File: config.mk
export PLATFORM = sky130hd
export DESIGN_NAME = pc_jump_unit
export DESIGN_NICKNAME = d
export VERILOG_FILES = /design/src/rtl/pcj_pkg.sv /design/src/rtl/pcj_branch_cond.sv /design/src/rtl/pcj_target_sel.sv /design/src/rtl/pc_jump_unit.sv
export SDC_FILE = /design/constraint.sdc
export NUM_CORES = 1
export LEC_CHECK = 0
export ABC_AREA = 1
export CAP_MARGIN = 20
export CORE_UTILIZATION = 35
export CTS_CLUSTER_SIZE = 8
export DETAILED_ROUTE_END_ITERATION = 8
export DONT_BUFFER_PORTS = 1
export MAX_ROUTING_LAYER = met4
export PLACE_DENSITY = 0.54
export SLEW_MARGIN = 10
export SYNTH_ARGS = -nofsm -noshare
export SYNTH_HDL_FRONTEND = slang
export SYNTH_SLANG_ARGS = --single-unit
File: constraint.sdc
create_clock -name clk -period 1.86 [get_ports clk]
set_input_delay 0.093 -clock clk [delete_from_list [all_inputs] [get_ports clk]]
set_output_delay 0.093 -clock clk [all_outputs]
set_load 0.05 [all_outputs]
File: src/rtl/pcj_pkg.sv
package pcj_pkg;

    typedef enum logic [2:0] {
        OP_LOAD  = 3'b000,
        OP_STORE = 3'b001,
        OP_ADD   = 3'b010,
        OP_SUB   = 3'b011,
        OP_JMP   = 3'b100,
        OP_JMPZ  = 3'b101,
        OP_JMPC  = 3'b110,
        OP_NOP   = 3'b111
    } opcode_e;

    typedef enum logic [1:0] {
        MD_REL  = 2'b00,
        MD_DIR  = 2'b01,
        MD_IND  = 2'b10,
        MD_BAD  = 2'b11
    } jmode_e;

endpackage

File: src/rtl/pcj_branch_cond.sv
module pcj_branch_cond
    import pcj_pkg::*;
(
    input  logic [2:0] opcode_i,
    input  logic [1:0] mode_i,
    input  logic       flag_z_i,
    input  logic       flag_c_i,
    output logic       take_o,
    output logic       illegal_o
);

    logic is_jump;
    logic cond_ok;

    always_comb begin
        is_jump = 1'b0;
        cond_ok = 1'b0;
        unique case (opcode_i)
            OP_JMP:  begin is_jump = 1'b1; cond_ok = 1'b1;     end
            OP_JMPZ: begin is_jump = 1'b1; cond_ok = flag_z_i; end
            OP_JMPC: begin is_jump = 1'b1; cond_ok = flag_c_i; end
            default: begin is_jump = 1'b0; cond_ok = 1'b0;     end
        endcase
        illegal_o = is_jump && (mode_i == MD_BAD);
        take_o    = is_jump && cond_ok && (mode_i != MD_BAD);
    end

endmodule

File: src/rtl/pcj_target_sel.sv
module pcj_target_sel
    import pcj_pkg::*;
#(
    parameter int PC_W = 8,
    parameter int OPND_W = 8
) (
    input  logic [PC_W-1:0]   pc_i,
    input  logic [1:0]        mode_i,
    input  logic [OPND_W-1:0] operand_i,
    input  logic [PC_W-1:0]   reg_b_i,
    output logic [PC_W-1:0]   target_o
);

    logic [PC_W-1:0] opnd_ext;
    logic [PC_W-1:0] rel_tgt;
    logic [PC_W-1:0] dir_tgt;

    generate
        if (OPND_W >= PC_W) begin : g_trunc
            assign opnd_ext = operand_i[PC_W-1:0];
        end else begin : g_sext
            assign opnd_ext = {{(PC_W-OPND_W){operand_i[OPND_W-1]}}, operand_i};
        end
    endgenerate

    always_comb begin
        dir_tgt = opnd_ext;
        rel_tgt = pc_i + opnd_ext + PC_W'(1);
        unique case (mode_i)
            MD_REL:  target_o = rel_tgt;
            MD_DIR:  target_o = dir_tgt;
            MD_IND:  target_o = reg_b_i;
            default: target_o = pc_i + PC_W'(1);
        endcase
    end

endmodule

File: src/rtl/pc_jump_unit.sv
module pc_jump_unit
    import pcj_pkg::*;
#(
    parameter int PC_W = 8
) (
    input  logic            clk,
    input  logic            rst,
    input  logic            clk_en,
    input  logic [2:0]      opcode,
    input  logic [1:0]      mode,
    input  logic [PC_W-1:0] operand,
    input  logic [PC_W-1:0] reg_b,
    input  logic            flag_z,
    input  logic            flag_c,
    output logic [PC_W-1:0] pc,
    output logic            illegal
);

    typedef struct packed {
        logic [PC_W-1:0] pc;
    } state_t;

    state_t          st_d, st_q;
    logic            take;
    logic [PC_W-1:0] target;

    pcj_branch_cond u_cond (
        .opcode_i  (opcode),
        .mode_i    (mode),
        .flag_z_i  (flag_z),
        .flag_c_i  (flag_c),
        .take_o    (take),
        .illegal_o (illegal)
    );

    pcj_target_sel #(.PC_W(PC_W), .OPND_W(PC_W)) u_tgt (
        .pc_i      (st_q.pc),
        .mode_i    (mode),
        .operand_i (operand),
        .reg_b_i   (reg_b),
        .target_o  (target)
    );

    always_comb begin
        st_d = st_q;
        if (rst) begin
            st_d.pc = '0;
        end else if (clk_en) begin
            st_d.pc = take ? target : st_q.pc + PC_W'(1);
        end
    end

    always_ff @(negedge clk) begin
        st_q <= st_d;
    end

    assign pc = st_q.pc;


    reset_zero_chk: assert property (@(negedge clk) disable iff (rst)
        $past(rst) |-> (pc == '0));


    hold_chk: assert property (@(negedge clk) disable iff (rst)
        !clk_en |=> (pc == $past(pc)));


    step_chk: assert property (@(negedge clk) disable iff (rst)
        (clk_en && !take) |=> (pc == PC_W'($past(pc) + PC_W'(1))));


    direct_chk: assert property (@(negedge clk) disable iff (rst)
        (clk_en && take && mode == MD_DIR) |=> (pc == $past(operand)));


    indirect_chk: assert property (@(negedge clk) disable iff (rst)
        (clk_en && take && mode == MD_IND) |=> (pc == $past(reg_b)));


    relative_chk: assert property (@(negedge clk) disable iff (rst)
        (clk_en && take && mode == MD_REL)
        |=> (pc == PC_W'($past(pc) + $past(operand) + PC_W'(1))));


    cond_clear_chk: assert property (@(negedge clk) disable iff (rst)
        ((opcode == OP_JMPZ && !flag_z) || (opcode == OP_JMPC && !flag_c)) |-> !take);


    illegal_no_take_chk: assert property (@(negedge clk) disable iff (rst)
        illegal |-> (!take && mode == MD_BAD));

endmodule

======== Word level (Yosys, flattened, before mapping) ========
Cells that the tools add are included.
word-level totals
  bits in read-only memories .............. 0
  input port bits ......................... 26
  bits in latches ......................... 0
  RAM bits ................................ 0
  output and inout bits ................... 9
  logic and storage cells ................. 20
  flip-flop bits (word level) ............. 8
  memories kept ........................... 0
operators by class
  multipliers ............................. 0
  shift operators ......................... 0
  $add $sub $neg .......................... 3
  eq/ne operators ......................... 7
  div/mod/pow operators ................... 0
  bitwise logic cells ..................... 0
  magnitude comparators ................... 0
  reductions and logical operators ........ 5
  multiplexer cells ....................... 4
operator list
  operator                                                         number
  8-bit one-hot mux with 3 select lines                            1
  8-bit by 1-bit adder with 8-bit output, second input constant    2
  3-bit == test, second input constant                             3
  8-bit adder                                                      1
  8-bit two-way mux                                                1
  2-bit == test, second input constant                             2
  1-bit logical AND                                                3
  1-bit one-hot mux with 3 select lines                            1
  3-bit OR reduction                                               1
  2-bit by 1-bit == test with 1-bit output, second input constant  1
  2-bit logical NOT                                                1
  2-bit inequality test, second input constant                     1
  1-bit two-way mux                                                1

======== Logic depth before layout (Yosys ltp) ========
Gate-level depths: netlist of run 1.
  depth in word-level cells ............... 6
  gate-level depth with buffers ........... 13
  depth with buffers taken out ............ 13

======== Hierarchy ========
From an unflattened synthesis of run 1, not the netlist that was laid out.
unflattened totals
  cells, all modules ...................... 218
  area, all modules ....................... 1258.7 µm²
by module, submodules not included
  module           cells each  sequential area each (µm²)  times used  area each (µm²)
  pcj_target_sel   126         0.0                         1           701.9
  pc_jump_unit     82          160.2                       1           515.5
  pcj_branch_cond  10          0.0                         1           41.3

==> impl_metrics.ini, run 1 <==
[placement]
portBuffers = 0
place_congestion = 0.798
place_area_um2 = 1410
dpl.hpwl_um = 2410
pre_cts_ws_ps = -405

[clocking]
numCtsBuffers = 3
clkTransAtPathRegs_ps = 30
cts_buffer_depth = 2
cts_tree = built
cts_sinks = 8
ctsHoldBuffers = 0
htreeDepth = 1
root_buffer = clkbuf_4
clk_latency_ps = 320

[sta]
setup_slack_ps = -62.6
tightestPinTransition_ps = 417
fin_worst_skew_ps = 6.92
final.setup.tns_ps = -96.6
final_max_slew_viol_count = 0
worst_slew_margin_rel = 0.722
finalHoldViolations = 0
rsz0062_at_grt = yes
setup_viol = 2

[synthesis]
yosys.area.top_type = nand2_1
async_flop_share = 0
synth_top_area_share = 0.223
synth_cells = 189
syn-num-nets = 225
synth_seq_cells = 8
synth-seq-area-share = 0.148
synth_edf_count = 0
syn_area_um2 = 1080
ys.flop_type = dfxtp_1
yosysUniqueCellTypes = 25
synth_area_leaders = nand2_1, dfxtp_1, ha_1, inv_1, a21oi_1
yosysWarningCount = 0
syn_area_per_cell_um2 = 5.71

[route]
finalWirelength_um = 3080
routed-wl-met2_um = 1620
drc_errors = 3
dr.max_layer_used = met4
detail_route.wl_per_cell_um = 12.0
drt-met1-wl_um = 1240
vias_per_cell = 5.04
ant_nets = 0
vias = 1289
drtIter0Drc = 52
met3_wirelength_um = 199
firstDrtPassIters = 6

[critical_path]
r2r_slack_ps = 140
critical_path_class = input port to flop
critical_path_required_ps = 1180
path_cells = inv_12 > ha_4 > fa_2 > inv_2 > nand2_1 > nand2_1 > and2_4 > nor2_2 > o21ai_1 > nand2_1 > a21oi_2
crit_top_cell = nand2_1
cp_max_fo = 3
critical_path.top_delay_family = adder cells
end_kind = flop
path_buf_inv = 2
worst_setup_path_start_kind = input port
worst-endpoint-arrival_ps = 1240
cpMaxStageDelayCell = fa_2
worst_path_largest_cell_delay_ps = 330

[global_route]
grt_pass1_vias = 1217
grt_pass1_wl_um = 4960
grt_start_max_net_pins = 14
grt_overflow = 0
grt_use_total = 0.204
antenna_found_initial = 0

[floorplan]
core_region_area_um2 = 2830
start_util = 0.381
die_w_um = 57.5
die-area_um2 = 3310
num_rows = 19
die-height_um = 57.5
ios = 35

[layout]
n_antenna_cell = 0
regArea_um2 = 173
multi_input_area_um2 = 918
largest_reg_flops = 8
drive_above_1_share = 0.298
final_area_um2 = 1570
final_core_util = 0.555
area_growth_pct = 45.6
fillers = 270
nets = 263

[run]
cap_violations = 0

[worst_hold_path]
min_path_type = input port to output port

[pwr]
ir_drop_v = 0.000404
p_leak_uw = 0.000794
power_density_nw_per_um2 = 481

[run_status]
violations = DRC, setup timing
status = complete, but fails checks
## synthesized netlist by cell type, types with 2 or more instances
cell type  instances
a21oi_1           15
a22o_1             4
dfxtp_1            8
ha_1               9
inv_1             25
inv_2              3
nand2_1           64
nand3_1           13
nand3b_1           2
nor2_1            19
nor3_1             2
o211ai_1           2
o21ai_0            4
o21ai_1            4
or2_0              2
xor2_1             4
## through the flow
step / hold WS (ps) / cells / power, uW
finish: 442 / 256 / 755
detailed placement: 443 / 240 / 547
global route: 453 / 256 / 827
CTS: 443 / 252 / 748
global placement: 442 / 240 / 543
floorplan: 433 / 189 / 453
## layout make-up
type	instances	area share
multi-input combinational	150	0.585
timing repair buffer	29	0.175
sequential	8	0.110
inverter	27	0.0725
tap	31	0.0247
clock inverter	8	0.0191
clock buffer	3	0.0143
## where the power goes
| part | internal, uW | switching (uW) |
|---|---|---|
| clock network | 97.4 | 105 |
| registers | 185 | 9.55 |
| logic | 165 | 193 |
## placed cells by master (no fill, tap or decap), types with 4 or more instances in the layout
| cell type | n |
|---|---|
| a21oi_1 | 12 |
| ha_4 | 6 |
| inv_2 | 5 |
| a22o_1 | 4 |
| o21ai_1 | 6 |
| nand2_1 | 60 |
| buf_4 | 21 |
| xor2_1 | 4 |
| nor2_1 | 18 |
| inv_1 | 29 |
| nand3_1 | 10 |
| nand2_2 | 5 |
| dfxtp_2 | 4 |
| buf_6 | 5 |
## worst paths after layout
path                   start  endpoint  cells after the start
setup / recovery  operand[0]     pc[4]                     11
hold / removal       mode[1]   illegal                      2
setup reg to reg       pc[1]     pc[4]                     12
hold reg to reg        pc[7]     pc[7]                      3
## worst reg2reg max path: cells and delay by family (launching register included)
family / cells / cell delay, ps
adders and majority gates: 1 / 350
DFF: 1 / 360
and+or+nand+nor: 5 / 380
AOI/OAI and AO/OA: 2 / 230
buffers and inverters: 4 / 340
## timing repair
| item | CTS | global route |
|---|---|---|
| pin swaps | 2 | 7 |
| gates resized for setup | 12 | 12 |
| setup endpoints to repair | 10 | 10 |
| buffers inserted | 2 | 4 |
## metal layers
metal / track usage / vias to the layer above
met1: 0.204 / 580
met2: 0.364 / 35
li1: - / 672
met3: 0.0726 / 2
met5: - / -
met4: 0.0697 / 0
## cell families (layout without fill, tap and decap cells)
group	Yosys count	count (layout)	share of synthesized area
AND/OR/NAND/NOR	107	107	0.430
buffers and inverters	31	67	0.113
AO/OA/AOI/OAI	29	29	0.153
adder cells (fa/ha/maj)	10	10	0.123
flip-flops	8	8	0.148
XOR/XNOR	4	4	0.0325
Note: power is estimated with default switching activity, not from simulation.
==> run 2, diff against run 1 <==
Settings changed: SETUP_SLACK_MARGIN from default to 0.4.
==> impl_metrics.ini, run 2 (synthesis gave the netlist of run 1 again) <==
[clocking]
numCtsBuffers = 3
clkTransAtPathRegs_ps = 30
htreeDepth = 1
cts_buffer_depth = 2
cts_tree = built
cts_sinks = 8
root_buffer = clkbuf_4
clk_latency_ps = 320

[layout]
final_core_util = 0.509
fin_cells = 242
fillers = 299
n_antenna_cell = 0
final_cell_mix = nand2_1, inv_1, nor2_1
largest_reg_flops = 8
nets = 249
multi_input_area_um2 = 897
drive_above_1_share = 0.232
area_growth_pct = 33.5
layout_commonest_cell = nand2_1
regArea_um2 = 188

[placement]
pre_cts_ws_ps = -389
place_congestion = 0.765
dp.cells = 228
portBuffers = 0
dpl.hpwl_um = 2300

[run_status]
violations = DRC, setup timing
status = complete, but fails checks

[route]
vias = 1189
firstDrtPassIters = 6
ant_nets = 0
detail_route.wl_per_cell_um = 11.8
drtIter0Drc = 28
finalWirelength_um = 2850
drc_errors = 2
vias_per_cell = 4.91

[sta]
rsz0062_at_grt = yes
setup_slack_ps = -44.6
final_max_slew_viol_count = 0
finalHoldViolations = 0
setup_viol = 2
worst_slew_margin_rel = 0.720
fin_worst_skew_ps = 9.64
tightestPinTransition_ps = 419

[critical_path]
path_cells = inv_12 > ha_4 > fa_2 > inv_2 > nand2_1 > nand2_1 > nand3b_1 > nand2_1 > nand2_1 > nand3_1 > nand2_1 > nand2_1 > a21oi_2
crit_top_cell = nand2_1
worst-endpoint-arrival_ps = 1180
end_kind = flop
cpMaxStageDelayCell = fa_2
critical_path_required_ps = 1140
worst_path_largest_cell_delay_ps = 330
worst_setup_path_start_kind = input port
critical_path_class = input port to flop
cp_max_fo = 3

[pwr]
ir_drop_v = 0.000479
pwr-share-comb = 0.402
p_leak_uw = 0.000712
seq_power_share = 0.313
power_density_nw_per_um2 = 493
p_int_uw = 415
power.switching_uw = 295
p_sw_frac = 0.416
power_frac_clock = 0.286

[run]
cap_violations = 0

[floorplan]
die_w_um = 57.5
die-height_um = 57.5
core_region_area_um2 = 2830
ios = 35
die-area_um2 = 3310
num_rows = 19
start_util = 0.381

[global_route]
grt_overflow = 0
antenna_found_initial = 0
grt_pass1_vias = 1153
grt_start_max_net_pins = 14
grt_use_total = 0.192
grt_pass1_wl_um = 4740

[worst_hold_path]
min_path_type = input port to output port
[run 2: cell types whose count changed in the layout (fill, tap and decap cells not counted), sizes merged]
cell  delta
buf     -14
[run 2: power by group through the flow]
| stage | registers (uW) | clock network [uW] | logic [uW] |
|---|---|---|---|
| floorplan | 239 | 29.5 | 185 |
| global placement | 224 | 29.5 | 256 |
| detailed placement | 224 | 29.5 | 256 |
| CTS | 224 | 216 | 274 |
| global route | 223 | 244 | 325 |
| finish | 222 | 203 | 285 |
[run 2: metrics by stage]
stage               setup TNS [ps]  hold slack (ps)  cell area [um^2]  power [uW]
floorplan                    -1190              433              1220         453
global placement             -2110              440              1320         509
detailed placement           -2220              443              1320         510
CTS                           -106              444              1410         715
global route                  -593              452              1440         792
finish                       -83.8              444              1440         710
[run 2: worst paths after layout]
kind / start / endpoint / slack (ps) / cells past startpoint
max reg2reg: pc[1] / pc[6] / 160 / 14
min: mode[1] / illegal / 440 / 2
max: operand[0] / pc[6] / -40 / 13
min reg2reg: pc[7] / pc[7] / 580 / 2
[run 2: area by class of cell]
class | instances | area share
inverter | 27 | 0.0860
multi-input combinational | 150 | 0.623
sequential | 8 | 0.130
clock buffer | 3 | 0.0156
clock inverter | 8 | 0.0209
tap | 31 | 0.0269
timing repair buffer | 15 | 0.0973
[run 2: timing repair]
action	4_1_cts	5_1_grt
pin swaps	1	3
hold endpoints to repair	0	0
endpoints found under the setup margin	16	16
resized for setup	11	1
hold buffers	0	0
setup buffers	1	3
[run 2: per-layer routing]
| layer | GRT usage | share of wire | up-vias |
|---|---|---|---|
| met5 | - | 0 | - |
| met4 | 0.0348 | 0 | 0 |
| met3 | 0.0567 | 0.047 | 0 |
| met2 | 0.346 | 0.51 | 25 |
| met1 | 0.209 | 0.45 | 516 |
| li1 | - | - | 648 |
[run 2: worst max-delay path: cells and delay by family]
family          cells  cell delay, ps
simple gates        8             480
fa+ha+maj           2             470
buf+inv             2              80
compound gates      1              50
==> run 3, diff against run 2 <==
Settings changed: CAP_MARGIN 20 to 30, CELL_PAD_IN_SITES_DETAIL_PLACEMENT from default to 1, CELL_PAD_IN_SITES_GLOBAL_PLACEMENT from default to 2, CORE_UTILIZATION 35 to 30, PLACE_DENSITY 0.54 to 0.82.
==> impl_metrics.ini, run 3 (synthesis gave the netlist of run 1 again) <==
[route]
firstDrtPassIters = 4
ant_nets = 0
drc_errors = 0
vias = 1265
vias_per_cell = 4.94
drtIter0Drc = 37
finalWirelength_um = 3440
detail_route.wl_per_cell_um = 13.4

[layout]
regArea_um2 = 190
area_growth_pct = 37.2
drive_above_1_share = 0.257
nets = 248
fillers = 444
n_antenna_cell = 0
final_cell_mix = nand2_1, inv_1, nor2_1
largest_reg_flops = 8
multi_input_area_um2 = 921
layout_commonest_cell = nand2_1

[worst_hold_path]
min_path_type = input port to output port

[run_status]
violations = setup timing
status = complete, but fails checks

[clocking]
clk_latency_ps = 330
ctsHoldBuffers = 0
clkTransAtPathRegs_ps = 30
numCtsBuffers = 3
cts_buffer_depth = 2
root_buffer = clkbuf_4
cts_sinks = 8
htreeDepth = 1
cts_tree = built

[floorplan]
core_region_area_um2 = 3390
die-height_um = 62.0
ios = 35
die_w_um = 62.0
start_util = 0.318
die-area_um2 = 3840
num_rows = 21

[pwr]
seq_power_share = 0.314
pwr-share-comb = 0.396
power_frac_clock = 0.290
p_int_uw = 415
power_density_nw_per_um2 = 496
p_total_uw = 734
p_leak_uw = 0.000712
power.switching_uw = 319
ir_drop_v = 0.000214
p_sw_frac = 0.434

[sta]
rsz0062_at_grt = yes
setup_slack_ps = -96.1
tightestPinTransition_ps = 422
final.setup.tns_ps = -225
worst_slew_margin_rel = 0.718
final_max_slew_viol_count = 0
setup_viol = 3
finalHoldViolations = 0
fin_worst_skew_ps = 13.6

[run]
cap_violations = 0

[critical_path]
path_buf_inv = 2
end_kind = flop
critical_path.top_delay_family = adder cells
cpMaxStageDelayCell = fa_2
worst_setup_path_start_kind = input port
worst-endpoint-arrival_ps = 1270
critical_path_class = input port to flop
worst_path_largest_cell_delay_ps = 350
crit_top_cell = nand2_2
critical_path_required_ps = 1180
cp_max_fo = 3
path_cells = inv_12 > ha_4 > fa_2 > inv_4 > nand2_2 > nand2_2 > and2_4 > nor2_2 > o21ai_1 > nand2_1 > a21oi_1

[global_route]
grt_pass1_vias = 1264
grt_start_max_net_pins = 14
grt_use_total = 0.195
grt_pass1_wl_um = 5220
grt_overflow = 0
antenna_found_initial = 0

[placement]
place_congestion = 0.784
dpl.hpwl_um = 2790
portBuffers = 0
## run 3: cell types whose count changed in the layout (fill, tap and decap cells not counted), moves of 2 or more
cell	change
inv_2	-2
inv_4	+2
buf_8	-2
nand2_1	-2
## run 3: worst paths after layout
path	slack, ps	to	depth (start not counted)	startpoint
worst max-delay path	-100	pc[4]	11	operand[0]
worst max register to register	130	pc[4]	11	pc[0]
worst min register to register	580	pc[7]	2	pc[7]
worst min-delay path	440	illegal	2	mode[1]
## run 3: worst register-to-register path, cell delays in order (launching register included)
cell and delay, ps:
dfxtp_4 340, inv_1 110, ha_4 180, fa_2 350
inv_4 70, nand2_2 50, nand2_2 60, and2_4 150
nor2_2 30, o21ai_1 140, nand2_1 60, a21oi_1 110
## run 3: power by group through the flow
stage	sequential, uW	combinational (uW)	clock (uW)
after floorplan	239	185	29.5
after global placement	232	253	29.5
after detailed placement	232	262	29.5
after CTS	232	276	229
after global routing	233	328	250
final	230	291	213
## run 3: layout make-up
cell class | count | share of cell area
multi-input cells | 150 | 0.622
flip-flops and latches | 8 | 0.128
repair buffers | 14 | 0.0879
inverters | 27 | 0.0871
well taps | 46 | 0.0389
clock inverters | 8 | 0.0203
clock buffers | 3 | 0.0152
## run 3: timing repair
item	in CTS	in global routing
gates resized for setup	9	10
hold endpoints to repair	0	0
pin swaps	3	3
endpoints found under the setup margin	16	16
buffers inserted	0	2
## run 3: metrics by stage
step,cells,area (um^2),hold WS [ps],setup slack [ps],util
2_1_floorplan,189,1220,433,-304,-
3_3_place_gp,244,1360,443,-365,0.400
3_5_place_dp,244,1360,445,-428,0.400
4_1_cts,254,1440,446,-76.7,0.425
5_1_grt,256,1480,462,-163,0.437
6_report,256,1480,443,-96.1,0.437
## run 3: routing by layer
metal | track usage | up-vias | part of all wire
li1 | - | 648 | -
met1 | 0.210 | 575 | 0.41
met2 | 0.339 | 37 | 0.52
met3 | 0.0725 | 5 | 0.063
met4 | 0.0444 | 0 | 0.015
met5 | - | - | 0
